### config.mk
export PLATFORM = sky130hd
export DESIGN_NAME = rdtrain_fifo
export DESIGN_NICKNAME = d
export VERILOG_FILES = /design/src/rtl/rdtf_pkg.sv /design/src/rtl/rdtf_ctrl.sv /design/src/rtl/rdtf_store.sv /design/src/rtl/rdtf_rdpath.sv /design/src/rtl/rdtrain_fifo.sv
export SDC_FILE = /design/constraint.sdc
export NUM_CORES = 1
export LEC_CHECK = 0
export BUFFER_PORTS_ARGS = -buffer_cell sky130_fd_sc_hd__buf_2
export CAP_MARGIN = 20
export CORE_ASPECT_RATIO = 1.75
export CORE_UTILIZATION = 44
export DETAILED_ROUTE_END_ITERATION = 7
export PLACE_DENSITY_LB_ADDON = 0.25
export SLEW_MARGIN = 40
export SYNTH_ARGS = -nofsm -noshare
export SYNTH_HDL_FRONTEND = slang
export SYNTH_SLANG_ARGS = --single-unit
### constraint.sdc
create_clock -name clk -period 5.73 [get_ports clk]
set_input_delay 0 -clock clk [delete_from_list [all_inputs] [get_ports clk]]
set_output_delay 0 -clock clk [all_outputs]
set_load 0.02 [all_outputs]
### src/rtl/rdtf_pkg.sv
`timescale 1ns/1ps
package rdtf_pkg;
  // circular increment used by both pointers
  function automatic int unsigned wrap_next(int unsigned cur, int unsigned lim);
    return (cur + 1 >= lim) ? 0 : cur + 1;
  endfunction
endpackage

### src/rtl/rdtf_ctrl.sv
`timescale 1ns/1ps
module rdtf_ctrl
  import rdtf_pkg::*;
#(
  parameter int DEPTH = 6,
  parameter int BEATS = 8,
  localparam int PTR_W = $clog2(DEPTH),
  localparam int SLC_W = $clog2(BEATS)
) (
  input  logic             clk,
  input  logic             rst,
  input  logic             ld_stb,
  input  logic             wr_stb,
  input  logic             rd_stb,
  output logic [PTR_W-1:0] wr_ptr,
  output logic [PTR_W-1:0] rd_ptr,
  output logic [SLC_W-1:0] slice,
  output logic             ld_we,
  output logic             wr_we,
  output logic             rd_acc
);
  logic [SLC_W-1:0] gap;
  logic             slice_last;

  assign wr_we      = wr_stb;
  assign ld_we      = ld_stb & ~wr_stb;   // write wins over load
  assign rd_acc     = rd_stb & (gap == '0);
  assign slice_last = (slice == SLC_W'(BEATS - 1));

  // fill side: pointer and beat slice
  always_ff @(posedge clk) begin
    if (rst) begin
      wr_ptr <= '0;
      slice  <= '0;
    end else if (wr_we) begin
      wr_ptr <= PTR_W'(wrap_next(32'(wr_ptr), DEPTH));
      slice  <= '0;
    end else if (ld_we) begin
      if (slice_last) begin
        slice  <= '0;
        wr_ptr <= PTR_W'(wrap_next(32'(wr_ptr), DEPTH));
      end else begin
        slice <= slice + 1'b1;
      end
    end
  end

  // drain side: pointer and spacing counter
  always_ff @(posedge clk) begin
    if (rst) begin
      rd_ptr <= '0;
      gap    <= '0;
    end else if (rd_acc) begin
      rd_ptr <= PTR_W'(wrap_next(32'(rd_ptr), DEPTH));
      gap    <= SLC_W'(BEATS - 1);
    end else if (gap != '0) begin
      gap <= gap - 1'b1;
    end
  end

  a_r2_ptr_range: assert property (@(posedge clk) disable iff (rst)
    ({1'b0, wr_ptr} < (PTR_W+1)'(DEPTH)) && ({1'b0, rd_ptr} < (PTR_W+1)'(DEPTH)));
  a_r2_fill_wrap: assert property (@(posedge clk) disable iff (rst)
    (wr_stb && wr_ptr == PTR_W'(DEPTH - 1)) |=> (wr_ptr == '0));
  a_r4_slice_clear: assert property (@(posedge clk) disable iff (rst)
    wr_stb |=> (slice == '0));
  a_r8_spacing: assert property (@(posedge clk) disable iff (rst)
    rd_acc |=> !rd_acc);
endmodule

### src/rtl/rdtf_store.sv
`timescale 1ns/1ps
module rdtf_store #(
  parameter int DEPTH  = 6,
  parameter int BEATS  = 8,
  parameter int BEAT_W = 9,
  localparam int PTR_W   = $clog2(DEPTH),
  localparam int SLC_W   = $clog2(BEATS),
  localparam int BURST_W = BEATS * BEAT_W
) (
  input  logic               clk,
  input  logic               rst,
  input  logic               wr_we,
  input  logic [BURST_W-1:0] wr_burst,
  input  logic               ld_we,
  input  logic [BEAT_W-1:0]  ld_beat,
  input  logic [SLC_W-1:0]   slice,
  input  logic [PTR_W-1:0]   wr_ptr,
  input  logic               rd_en,
  input  logic [PTR_W-1:0]   rd_ptr,
  output logic [BURST_W-1:0] rd_entry,
  output logic               rd_entry_vld
);
  logic [BEATS-1:0] we_vec;

  // one narrow bank per beat position, written whole or one beat at a time
  for (genvar b = 0; b < BEATS; b++) begin : g_bank
    logic [BEAT_W-1:0] mem [DEPTH];
    logic [BEAT_W-1:0] din;
    logic [BEAT_W-1:0] rd_q;

    assign we_vec[b] = wr_we | (ld_we & (slice == SLC_W'(b)));
    assign din       = wr_we ? wr_burst[b*BEAT_W +: BEAT_W] : ld_beat;

    always_ff @(posedge clk) begin
      if (rst) begin
        for (int i = 0; i < DEPTH; i++) mem[i] <= '0;
      end else if (we_vec[b]) begin
        mem[wr_ptr] <= din;
      end
    end

    // registered read, old data on a same-entry collision
    always_ff @(posedge clk) begin
      if (rd_en) rd_q <= mem[rd_ptr];
    end

    assign rd_entry[b*BEAT_W +: BEAT_W] = rd_q;
  end

  always_ff @(posedge clk) begin
    if (rst) rd_entry_vld <= 1'b0;
    else     rd_entry_vld <= rd_en;
  end

  a_r5_bank_we: assert property (@(posedge clk) disable iff (rst)
    $onehot0(we_vec) || (&we_vec));
endmodule

### src/rtl/rdtf_rdpath.sv
`timescale 1ns/1ps
module rdtf_rdpath #(
  parameter int BEATS  = 8,
  parameter int BEAT_W = 9,
  parameter int RD_LAT = 4,
  localparam int BURST_W = BEATS * BEAT_W,
  localparam int CNT_W   = $clog2(BEATS)
) (
  input  logic               clk,
  input  logic               rst,
  input  logic               in_vld,
  input  logic [BURST_W-1:0] in_burst,
  output logic [BEAT_W-1:0]  out_beat,
  output logic               out_vld
);
  logic               tail_vld;
  logic [BURST_W-1:0] tail_burst;
  logic [BURST_W-1:0] shreg;
  logic [CNT_W-1:0]   cnt;

  // extra delay stages, the storage read register being the first one
  if (RD_LAT > 1) begin : g_dly
    localparam int NS = RD_LAT - 1;
    logic [NS-1:0]      sv;
    logic [BURST_W-1:0] sd [NS];

    always_ff @(posedge clk) begin
      if (rst) begin
        sv <= '0;
      end else begin
        sv[0] <= in_vld;
        for (int i = 1; i < NS; i++) sv[i] <= sv[i-1];
      end
    end

    always_ff @(posedge clk) begin
      sd[0] <= in_burst;
      for (int i = 1; i < NS; i++) sd[i] <= sd[i-1];
    end

    assign tail_vld   = sv[NS-1];
    assign tail_burst = sd[NS-1];
  end else begin : g_nodly
    assign tail_vld   = in_vld;
    assign tail_burst = in_burst;
  end

  // burst serializer with registered outputs
  always_ff @(posedge clk) begin
    if (rst) begin
      out_beat <= '0;
      out_vld  <= 1'b0;
      shreg    <= '0;
      cnt      <= '0;
    end else if (tail_vld) begin
      out_beat <= tail_burst[BEAT_W-1:0];
      out_vld  <= 1'b1;
      shreg    <= tail_burst >> BEAT_W;
      cnt      <= CNT_W'(BEATS - 1);
    end else if (cnt != '0) begin
      out_beat <= shreg[BEAT_W-1:0];
      out_vld  <= 1'b1;
      shreg    <= shreg >> BEAT_W;
      cnt      <= cnt - 1'b1;
    end else begin
      out_beat <= '0;
      out_vld  <= 1'b0;
    end
  end

  a_r6_head_follows: assert property (@(posedge clk) disable iff (rst)
    tail_vld |=> out_vld);
  a_r6_idle_quiet: assert property (@(posedge clk) disable iff (rst)
    !out_vld |-> (out_beat == '0));
  a_r7_stream_end: assert property (@(posedge clk) disable iff (rst)
    (!tail_vld && cnt == '0) |=> !out_vld);
endmodule

### src/rtl/rdtrain_fifo.sv
`timescale 1ns/1ps
module rdtrain_fifo #(
  parameter int DEPTH  = 6,
  parameter int BEATS  = 8,
  parameter int LANE_W = 8,
  parameter int RD_LAT = 4,
  localparam int BEAT_W  = LANE_W + 1,
  localparam int BURST_W = BEATS * BEAT_W
) (
  input  logic               clk,
  input  logic               rst,
  input  logic               ld_stb,
  input  logic [BEAT_W-1:0]  ld_addr,
  input  logic               wr_stb,
  input  logic [BURST_W-1:0] wr_burst,
  input  logic               rd_stb,
  output logic [LANE_W-1:0]  rd_data,
  output logic               rd_dbi,
  output logic               rd_valid
);
  localparam int PTR_W = $clog2(DEPTH);
  localparam int SLC_W = $clog2(BEATS);

  logic [PTR_W-1:0]   wr_ptr, rd_ptr;
  logic [SLC_W-1:0]   slice;
  logic               ld_we, wr_we, rd_acc;
  logic [BURST_W-1:0] entry;
  logic               entry_vld;
  logic [BEAT_W-1:0]  beat;

  rdtf_ctrl #(.DEPTH(DEPTH), .BEATS(BEATS)) u_ctrl (
    .clk(clk), .rst(rst), .ld_stb(ld_stb), .wr_stb(wr_stb), .rd_stb(rd_stb),
    .wr_ptr(wr_ptr), .rd_ptr(rd_ptr), .slice(slice),
    .ld_we(ld_we), .wr_we(wr_we), .rd_acc(rd_acc)
  );

  rdtf_store #(.DEPTH(DEPTH), .BEATS(BEATS), .BEAT_W(BEAT_W)) u_store (
    .clk(clk), .rst(rst), .wr_we(wr_we), .wr_burst(wr_burst),
    .ld_we(ld_we), .ld_beat(ld_addr), .slice(slice), .wr_ptr(wr_ptr),
    .rd_en(rd_acc), .rd_ptr(rd_ptr), .rd_entry(entry), .rd_entry_vld(entry_vld)
  );

  rdtf_rdpath #(.BEATS(BEATS), .BEAT_W(BEAT_W), .RD_LAT(RD_LAT)) u_rdpath (
    .clk(clk), .rst(rst), .in_vld(entry_vld), .in_burst(entry),
    .out_beat(beat), .out_vld(rd_valid)
  );

  assign rd_data = beat[LANE_W-1:0];
  assign rd_dbi  = beat[LANE_W];

  a_r1_reset_idle: assert property (@(posedge clk)
    $past(rst) |-> !rd_valid);
endmodule

Word level (Yosys, flattened, before mapping)
Memories as Yosys holds them, arrays and structs flattened. A register that Yosys moved wholly into a read port is not among the register bits.
Index checks and enable logic that the tools add are counted.

word-level totals
  register bits after elaboration = 92
  memory bits (writable) = 648
  input bits = 86
  memories kept = 9

operators by class
  $add $sub $neg = 5
  magnitude comparators = 2
  eq/ne operators = 7
  mux-type cells = 74
  bitwise operators = 19
  reduce and logical (&&, ||, !) cells = 18

memories
  memory                 depth  width  read ports  clocked after memory_dff  wr ports  RTL line           text
  u_rdpath.g_dly.sd      3      72     3           0                         3         rdtf_rdpath.sv:25  logic [BURST_W-1:0] sd [NS];
  u_store.g_bank[0].mem  6      9      1           1                         6         rdtf_store.sv:27   logic [BEAT_W-1:0] mem [DEPTH];
  u_store.g_bank[1].mem  6      9      1           1                         6         rdtf_store.sv:27
  u_store.g_bank[2].mem  6      9      1           1                         6         rdtf_store.sv:27
  u_store.g_bank[3].mem  6      9      1           1                         6         rdtf_store.sv:27
  u_store.g_bank[4].mem  6      9      1           1                         6         rdtf_store.sv:27
  3 more memories        --     --     --          --                        --        --

operator list
  operator             number
  $mux 9               18
  $mux 63              2
  $reduce_or 9->1      8
  $mux 3               18
  $mux 1               36
  $eq 3x3->1 const B   4
  $and 1x1->1          10
  $add 3x1->4 const B  2
  $ge 4x3->1 const B   2
  $or 1x1->1           8
  $reduce_bool 2->1    4
  $eq 3x2->1 const B   2
  $logic_not 3->1      2
  $reduce_bool 3->1    2
  $sub 3x1->3 const B  2
  $add 3x1->3 const B  1
  $eq 3x1->1 const B   1
  $reduce_and 2->1     1
  $reduce_or 2->1      1
  $not 1->1            1

Depth between registers and ports, before layout
Gate-level depths: netlist (run 1).

  depth in word-level cells = 9
  gate-level depth with buffers = 8
  depth with buffers taken out = 5

By module
A second synthesis (run 1) with hierarchy kept.

unflattened totals
  cells, all modules = 2,318
  area, all modules = 35,785.6 um2

modules (own cells, without submodules)
  module       times used  cells each  area an instance (um2)  seq. area each (um2)
  rdtf_store   1           1,623       27,117.3                19,478.7
  rdtf_rdpath  1           617         7,951.4                 5,905.7
  rdtf_ctrl    1           78          716.9                   240.2

Worst setup path after synthesis (run 1)
Ideal clock, no wire load.

  path kind = register -> register
  from = register u_ctrl.gap[0]
  to = register u_store.g_bank[0].rd_q[0], read port of u_store.g_bank[0].mem, enable pin
  setup time = 0.426 ns
  data arrival time = 2.183 ns
  slack = 3.121 ns
  cell stages (with the launch flop) = 5
  buffers on the path = 0
  path through = dfxtp_1 inv_1 ha_1 nand3b_1 inv_1

between the ends
  cells in the longest elaborated chain, start to end = 2

ends and longest elaborated chain
  item                    RTL line            text
  from (decl)             rdtf_ctrl.sv:22     logic [SLC_W-1:0] gap;
  from (signal assigned)  rdtf_ctrl.sv:55     gap <= SLC_W'(BEATS - 1);
  from (signal assigned)  rdtf_ctrl.sv:57     gap <= gap - 1'b1;
  $logic_not 3->1         rdtf_ctrl.sv:27     assign rd_acc = rd_stb & (gap == '0);
  $and 1x1->1             rdtf_ctrl.sv:27
  named net rd_acc        rdtrain_fifo.sv:26  logic ld_we, wr_we, rd_acc;
  to (decl)               rdtf_store.sv:29    logic [BEAT_W-1:0] rd_q;

The timed path passes the listed nets, and every way through them passes these cells.
A chain may end at the register's enable or synchronous reset.

==> flow_metrics.tcl, run 1 <==
set metrics [dict create \
    status "finished, final reports clean" \
    hpwl_um 56900 \
    p_per_area_nw_per_um2 388 \
    skew_ns 0.0267 \
    setup_viol 0 \
    final_max_slew_viol_count 0 \
    synth_nets 2441 \
    drv_cap 0 \
    grt_setup_unrepaired "false" \
    portBuffers 95 \
    period_needed_ns 2.98 \
    grt_pass1_wl_um 125000 \
    area_growth_pct 14.6 \
    finish.utilization 0.509 \
    clock-sinks 956 \
    dominantRegCellSynth "edfxtp_1" \
    cts_buffers 82 \
    die-area_um2 81400 \
    clk_pin_slew_worst_paths_ns 0.07 \
    cp_slowest_cell "dfxtp_1" \
    cts_tree "done" \
    ys_seq_area_frac 0.726 \
    wl_per_cell_um 23.3 \
    gp_congestion 0.833 \
    slowest_delay_ns 0.71 \
    grt_pass1_vias 20400 \
    ios 96 \
    required_ns 6.01 \
    vias 19700 \
    tns_ns 0 \
    power_leakage_uw 0.0143 \
    arrival_ns 3.26 \
    initial_utilization 0.444 \
    worst_hold_path_type "in2reg" \
    via_per_inst 5.43 \
    drt_wl_total_um 84400 \
    drive_gt1_frac 0.208 \
    fp.coreArea_um2 79500 \
    synth_area_um2 35300 \
    grt_max_degree 101 \
    yosysUniqueCellTypes 44 \
    cts_resized 0 \
    antenna_found_initial 0 \
    nets 2618 \
    ys_top_cells_by_area "edfxtp_1 55%, dfxtp_1 17%, mux4_2 9.2%, nor2_1 5.3%, mux2_2 2.3%" \
    ys_seq_elements 956 \
    end_kind "flop" \
    clock.fmax_ghz 0.335 \
    startpoint_type "flop" \
    clock-root-buffer "clkbuf_16" \
    yosysWarningCount 0 \
    grt-ovfl-total 0 \
    finalHoldViolCount 0 \
    synthMostInstantiatedCell "edfxtp_1" \
    postCtsSetupRepairBufs 0 \
    ys_async_sr_fraction 0 \
    detail_route.iter0.violations 1637 \
    clock_path_buffers 3 \
    relSlewSlack 0.442 \
    ir_drop_mv 0.216 \
    antenna_left 0 \
    path_cells "nor3b_2 -> buf_4 -> nand3_1 -> nand2_1" \
    fp.dieW_um 216 \
    first_pass_iters 5 \
    insertion_delay_ns 0.65 \
    synth-edff-count 648 \
    fin_crit_sh 0.520 \
    antenna_cells 0 \
    cts-htree-levels 3 \
    synth_commonest_cells "648 x edfxtp_1, 502 x nor2_1, 308 x dfxtp_1" \
    n_fill_cell 6727 \
    syn_area_per_cell_um2 15.1 \
    holdWs_ns 0.0456 \
    syn-instance-count 2341 \
    grtUsageTotal 0.210 \
    crit_fanout 16 \
    rows 137 \
    synth_top_area_cell "edfxtp_1" \
    path_class "reg2reg" \
    drc_errors 0 \
    die_h_um 377 \
    worst_pin_slew_ns 0.831 \
    synth_top_cell_area_share 0.551 \
]
[layer usage]
| metal | global-route usage | wire length, µm |
|---|---|---|
| met2 | 0.391 | 46200 |
| met3 | 0.0306 | 4330 |
| met1 | 0.234 | 30300 |
| met4 | 0.0927 | 3620 |
| met5 | 0 | 0 |
[state kept, by name, summed over array words and instances, names as in the netlist]
signal                count
u_rdpath.cnt              3
u_rdpath.g_dly.sd       216
u_store.g_bank.mem      576
u_rdpath.out_vld          1
u_ctrl.rd_ptr             3
u_ctrl.slice              3
u_rdpath.g_dly.sv         3
u_store.rd_entry_vld      1
u_ctrl.wr_ptr             3
u_rdpath.shreg           63
u_store.g_bank.rd_q      72
u_rdpath.out_beat         9
u_ctrl.gap                3
[worst max-delay path, delay by kind of cell (launching register included)]
family / cells / cell delay (ns)
buffers and inverters: 1 / 0.30
AND/OR/NAND/NOR: 3 / 1.59
flip-flops: 1 / 0.71
[timing repair]
action | CTS | global route
endpoints found under the hold margin | 582 | 0
hold buffers | 77 | 0
setup endpoints to repair | 0 | 0
[per-stage QoR]
stage / area, µm² / setup WS, ns / power [µW] / std cells
after floorplan: 35300 / 3.12 / 9740 / 2341
after global placement: 36900 / 2.79 / 10300 / 3397
after detailed placement: 37000 / 2.74 / 10400 / 3399
after CTS: 40400 / 2.73 / 15900 / 3627
after global routing: 40500 / 2.69 / 16300 / 3627
final: 40500 / 2.75 / 15700 / 3627
[path summary, 6_finish.rpt]
| kind | from | cells past startpoint | endpoint | slack [ns] |
|---|---|---|---|---|
| setup reg to reg | u_ctrl.wr_ptr[2] | 4 | u_store.g_bank[5].mem[4][4] | 2.75 |
| hold reg to reg | u_rdpath.g_dly.sd[0][142] | 0 | u_rdpath.g_dly.sd[0][214] | 0.32 |
| setup / recovery | u_ctrl.wr_ptr[2] | 4 | u_store.g_bank[5].mem[4][4] | 2.75 |
| hold / removal | ld_addr[8] | 4 | u_store.g_bank[7].mem[1][8] | 0.05 |
[where the power goes]
group / internal, µW / switching, µW
logic: 770 / 1080
registers: 8100 / 282
clock network: 3060 / 2420
total: 11900 / 3790
[cells by family after synthesis]
| family | count (synthesis) | synth area share |
|---|---|---|
| compound gates | 207 | 0.0403 |
| xor+xnor | 3 | 0.000744 |
| fa+ha+maj | 14 | 0.00496 |
| buf+inv | 159 | 0.0207 |
| flops | 956 | 0.726 |
| mux | 228 | 0.118 |
| simple gates | 774 | 0.0894 |
[cell type report]
class	instances	area, µm²	area share
inverter	32	121	0.00300
clock inverter	37	279	0.00689
tap	1042	1300	0.0322
sequential	956	25600	0.633
multi-input combinational	1226	9060	0.224
clock buffer	114	2370	0.0586
timing repair buffer	220	1690	0.0419
[cells in the final DEF, fill, tap and decap left out, drive strengths merged, types with 71 or more instances in the layout]
master       synthesis  routed
edfxtp             648     648
mux2                72      72
mux4               144     144
buf                 67     143
nor2               502     502
clkbuf              60     114
dlygate4sd3          0      77
nand2              185     185
dfxtp              308     308
a21oi               71      71
Note: power is estimated with default switching activity, not from simulation.
==> run 2: changes to the inputs <==
Settings changed: ABC_AREA from default to 1.
Clock period 5.73 ns to 2.5 ns, I/O delays scaled along.
==> run 2 against run 1 <==
Combinational power increased to 3.0 times the previous value. Clock skew increased by 0.0028 ns. Cell count increased by 28%.
==> flow_metrics.tcl, run 2 <==
set metrics [dict create \
    first_pass_iters 7 \
    drive_gt1_frac 0.136 \
    clk_pin_slew_worst_paths_ns 0.07 \
    worst-path-buf-inv 2 \
    slowest_delay_ns 0.37 \
    area_growth_pct 15.0 \
    path_class "reg2reg" \
    yosysWarningCount 0 \
    startpoint_type "flop" \
    dominantRegCellSynth "edfxtp_1" \
    total_power_uw 37800 \
    path_cells "ha_1 -> ha_1 -> a21oi_1 -> nor2_1 -> buf_4 -> nand3_2 -> o21ai_0 -> buf_4" \
    required_ns 2.86 \
    finalInstanceArea_um2 42600 \
    clock.fmax_ghz 0.433 \
    ys_async_sr_fraction 0 \
    portBuffers 95 \
    wl_per_cell_um 19.6 \
    ys_seq_area_frac 0.692 \
    ys_top_cells_by_area "edfxtp_1 53%, dfxtp_1 17%, nand2_1 6.0%, nor2_1 5.8%, o21ai_0 4.2%" \
    drv_cap 0 \
    largest_reg_flops 576 \
    cts_tree "done" \
    grt_max_degree 148 \
    die_h_um 386 \
    placed_cell_area_um2 39100 \
    rows 140 \
    gp_congestion 0.808 \
    power_leakage_uw 0.0162 \
    hpwl_um 60400 \
    antenna_found_initial 1 \
    grt-ovfl-total 0 \
    synth_top_area_cell "edfxtp_1" \
    synth_nets 3435 \
    cts-htree-levels 3 \
    via_per_inst 5.27 \
    initial_utilization 0.444 \
    detail_route.iter0.violations 1784 \
    clock_path_buffers 3 \
    ir_drop_mv 0.548 \
    end_kind "flop" \
    grt_pass1_wl_um 138000 \
    grt_pass1_vias 24300 \
    syn-instance-count 3335 \
    clock-root-buffer "clkbuf_16" \
    cp_slowest_cell "dfxtp_1" \
    synth-edff-count 648 \
    final_max_slew_viol_count 0 \
    dp.cells 4412 \
    synthMostInstantiatedCell "edfxtp_1" \
    ys_seq_elements 956 \
    synth_top_cell_area_share 0.525 \
    synth_area_um2 37000 \
    top_register "u_store.g_bank.mem" \
    top_regs "u_store.g_bank.mem: 576 flops, u_rdpath.g_dly.sd: 216 flops, u_store.g_bank.rd_q: 72 flops" \
    fp.coreArea_um2 83400 \
    relSlewSlack 0.449 \
    syn_area_per_cell_um2 11.1 \
    finalHoldViolCount 0 \
    status "finished, final reports clean" \
    final_cells 4637 \
    clock-sinks 956 \
    cts_buffers 82 \
    worst_pin_slew_ns 0.825 \
    drc_errors 0 \
    postCtsSetupRepairBufs 0 \
    synth_commonest_cells "648 x edfxtp_1, 595 x nand2_1, 575 x nor2_1" \
    crit_fanout 10 \
    die-area_um2 85400 \
    yosysUniqueCellTypes 39 \
    nets 3604 \
    tns_ns 0 \
    mostFrequentLayoutCells "648 x edfxtp_1, 594 x nand2_1, 567 x nor2_1" \
    arrival_ns 2.68 \
    p_per_area_nw_per_um2 886 \
    layout_commonest_cell "edfxtp_1" \
    fp.dieW_um 221 \
    fin_crit_sh 0.925 \
    crit_family "simple AND/OR/NAND/NOR gates" \
    grtUsageTotal 0.214 \
    antenna_left 0 \
    drt_wl_total_um 91100 \
    vias 24400 \
    setup_viol 0 \
    grt_setup_unrepaired "false" \
    skew_ns 0.0296 \
    period_needed_ns 2.31 \
    insertion_delay_ns 0.66 \
    ios 96 \
    worst_hold_path_type "in2reg" \
]
==> run 2: cell count changes after synthesis, moves of 37 or more <==
cell | previous run | this run
nand2_1 | 185 | 595
o21ai_0 | 22 | 312
mux4_2 | 144 | 0
o22ai_1 | 0 | 144
nor3_1 | 6 | 132
inv_1 | 31 | 117
nor2_1 | 502 | 575
mux2_2 | 72 | 0
clkbuf_1 | 60 | 116
a311oi_1 | 54 | 0
a31oi_1 | 4 | 49
a21oi_1 | 71 | 34
==> run 2: tightest hold or removal path: cells and delay by family <==
| kind | cells | cell delay [ns] |
|---|---|---|
| buf+inv | 1 | 0.08 |
| simple gates | 4 | 0.51 |
==> run 2: final cells by class <==
type	count	area [µm²]
Clock buffer	107	2360
Fill cell	7439	40800
Sequential cell	956	25600
Tap cell	1065	1330
Multi-Input combinational cell	2042	9960
Inverter	127	485
Antenna cell	1	2.50
Clock inverter	44	420
Timing Repair Buffer	295	2390
==> run 2: kinds of logic after synthesis <==
logic type,synth area share
compound gates,0.0848
fa+ha+maj,0.00473
simple gates,0.178
buf+inv,0.0405
xor+xnor,0.000473
flops,0.692
==> run 2: power breakdown <==
part	internal (µW)	total, µW	switching, µW	leakage [µW]
Clock	7510	13100	5580	0.00138
Combinational	1570	5540	3970	0.00580
Sequential	18700	19100	472	0.00903
==> run 2: what timing repair did <==
| item | 4_1_cts | 5_1_grt |
|---|---|---|
| resized for setup | 0 | 1 |
| setup endpoints to repair | 0 | 3 |
| hold buffers | 73 | 0 |
| hold endpoints to repair | 548 | 0 |
==> run 2: path summary, 6_finish.rpt <==
kind | start | to | slack [ns] | cells after the start
setup reg to reg | u_ctrl.slice[0] | u_store.g_bank[7].mem[2][4] | 0.19 | 8
setup / recovery | u_ctrl.slice[0] | u_store.g_bank[7].mem[2][4] | 0.19 | 8
hold reg to reg | u_rdpath.g_dly.sd[0][131] | u_rdpath.g_dly.sd[0][203] | 0.32 | 0
hold / removal | wr_burst[30] | u_store.g_bank[3].mem[3][3] | 0.06 | 5
==> run 2: per-stage QoR <==
| step | hold slack [ns] | util | worst slack, ns |
|---|---|---|---|
| after floorplan | 0.213 | - | 0.202 |
| after global placement | 0.310 | 0.468 | 0.188 |
| after detailed placement | 0.312 | 0.468 | 0.118 |
| after CTS | 0.0111 | 0.511 | 0.0769 |
| after global routing | 0.0722 | 0.511 | 0.0144 |
| final | 0.0601 | 0.511 | 0.188 |
==> run 2: per-layer routing <==
metal	vias up	wire length [µm]	global-route usage
li1	11900	-	-
met1	11700	34400	0.236
met2	660	48900	0.404
met3	175	4380	0.0297
met4	2	3430	0.0983
met5	-	13	0
==> run 3: changes to the inputs <==
Settings changed: ABC_AREA 1 to 0.
==> run 3 against run 2 <==
Non-clock buffer count increased by 26. Clock-buffer cell count is 4 lower. Maximum frequency is 1.6% higher. Clock power about the same. Register-to-register slack improved by 0.04 ns. Cell count fell by 20%. Via count decreased by 17%. Power decreased by 2.1%. Largest cell class unchanged.
==> flow_metrics.tcl, run 3 (synthesis gave the netlist of run 1 again) <==
set metrics [dict create \
    fin_crit_sh 0.910 \
    switchingPower_uw 8950 \
    rows 137 \
    clkPwrFrac 0.357 \
    drive_gt1_frac 0.230 \
    share_comb_of_total_power 0.123 \
    cts_buffers 81 \
    cp_slowest_cell "nor4b_2" \
    grtUsageTotal 0.220 \
    initial_utilization 0.444 \
    via_per_inst 5.42 \
    antenna_left 0 \
    largest_reg_flops 576 \
    grtUsageMet2 0.406 \
    power_leakage_uw 0.0149 \
    path_cells "nor4b_2 -> nand2_1 -> nand2_1" \
    ios 96 \
    die-area_um2 81400 \
    postCtsSetupRepairBufs 0 \
    clock-sinks 956 \
    cp-startpoint "u_ctrl.wr_ptr[0]" \
    path_class "reg2reg" \
    setup_viol 0 \
    r2r-start "u_ctrl.wr_ptr[0]" \
    first_pass_iters 5 \
    grt_use_met3 0.0304 \
    worst_pin_slew_ns 0.812 \
    relSlewSlack 0.457 \
    final_max_slew_viol_count 0 \
    drv_cap 0 \
    slowest_delay_ns 0.75 \
    top_register "u_store.g_bank.mem" \
    power_frac_seq 0.520 \
    fp.coreArea_um2 79500 \
    vias 20200 \
    grt-ovfl-total 0 \
    mostFrequentLayoutCells "648 x edfxtp_1, 502 x nor2_1, 305 x dfxtp_1" \
    detail_route.iter0.violations 1632 \
    clock-root-buffer "clkbuf_16" \
    switching_share 0.242 \
    finalHoldViolCount 0 \
    top_regs "u_store.g_bank.mem: 576 flops, u_rdpath.g_dly.sd: 216 flops, u_store.g_bank.rd_q: 72 flops" \
    clock_path_buffers 3 \
    insertion_delay_ns 0.67 \
    arrival_ns 2.57 \
    worst_hold_path_type "in2reg" \
    drt_wl_total_um 88700 \
    status "finished, final reports clean" \
    crit_family "simple AND/OR/NAND/NOR gates" \
    hold_start "ld_addr[8]" \
    grt_use_met1 0.247 \
    fp.dieW_um 216 \
    skew_ns 0.0242 \
    area_growth_pct 17.3 \
    worst-path-buf-inv 0 \
    clock.fmax_ghz 0.440 \
    period_needed_ns 2.27 \
    antenna_cells 0 \
    drc_errors 0 \
    startpoint_type "flop" \
    tns_ns 0 \
    end_kind "flop" \
    crit_fanout 12 \
    cp_common_cell "nand2_1" \
    nets 2718 \
    die_h_um 377 \
    finish.utilization 0.521 \
    required_ns 2.80 \
    grt_pass1_vias 21100 \
    portBuffers 95 \
    cts_tree "done" \
    hpwl_um 58700 \
    grt-busiest-layer "met2" \
    grt_pass1_wl_um 130000 \
    power.internal_uw 28000 \
    p_per_area_nw_per_um2 893 \
    ir_drop_mv 0.529 \
    antenna_found_initial 0 \
    layout_commonest_cell "edfxtp_1" \
    clk_pin_slew_worst_paths_ns 0.07 \
    cts-htree-levels 3 \
    wl_per_cell_um 23.8 \
    grt_max_degree 75 \
    grt_setup_unrepaired "false" \
    gp_congestion 0.804 \
]
## run 3: cell types whose count changed in the layout (fill, tap and decap cells not counted), sizes merged, moves of 54 or more
cell and delta:
nand3 -54, o22ai -144, nor2 -73, nor3 -147, a311oi +54, mux2 +72, nand2 -430, inv -92
mux4 +144, o21ai -284
## run 3: final cells by class
class,instances,area (µm²)
well taps,1042,1300
repair buffers,321,2580
fillers,6601,38100
multi-input cells,1226,9000
clock inverters,48,562
flip-flops and latches,956,25600
inverters,32,125
clock buffers,103,2200
## run 3: what timing repair did
| action | CTS | global route |
|---|---|---|
| endpoints found under the hold margin | 587 | 0 |
| gates resized for setup | 0 | 0 |
| hold buffers | 81 | 0 |
## run 3: stage by stage
stage	cell area, µm²	total power, µW	worst slack [ns]	cells	hold slack [ns]
2_1_floorplan	35300	22300	0.166	2341	0.217
3_5_place_dp	37800	24100	0.233	3495	0.312
6_report	41400	37000	0.225	3728	0.0510
3_3_place_gp	37800	24000	0.278	3495	0.310
5_1_grt	41400	38200	0.116	3728	0.0460
4_1_cts	41400	37300	0.235	3727	0.00452
## run 3: worst paths after layout
path / end / slack (ns) / cells past startpoint
worst min register to register: u_rdpath.g_dly.sd[0][202] / 0.32 / 0
worst min-delay path: u_store.g_bank[3].mem[3][8] / 0.05 / 4
worst max register to register: u_store.g_bank[7].mem[1][3] / 0.23 / 3
worst max-delay path: u_store.g_bank[7].mem[1][3] / 0.23 / 3
## run 3: tightest hold or removal path: stages
cell and delay, ns:
buf_2 0.11, nand4b_1 0.09, a21o_1 0.28, nor2_1 0.11
## run 3: metal layers
metal	routed length [µm]	vias up
met2	47900	691
met4	4090	0
met1	32100	10200
met5	0	-
met3	4660	185
li1	-	9137
## run 3: power by group through the flow
stage                     registers, µW  logic (µW)  clock network, µW
after floorplan                   19100        3190                  0
after global placement            19500        4420                  0
after detailed placement          19600        4520                  0
after CTS                         19300        4630              13400
after global routing              19300        4910              14000
final                             19200        4540              13200
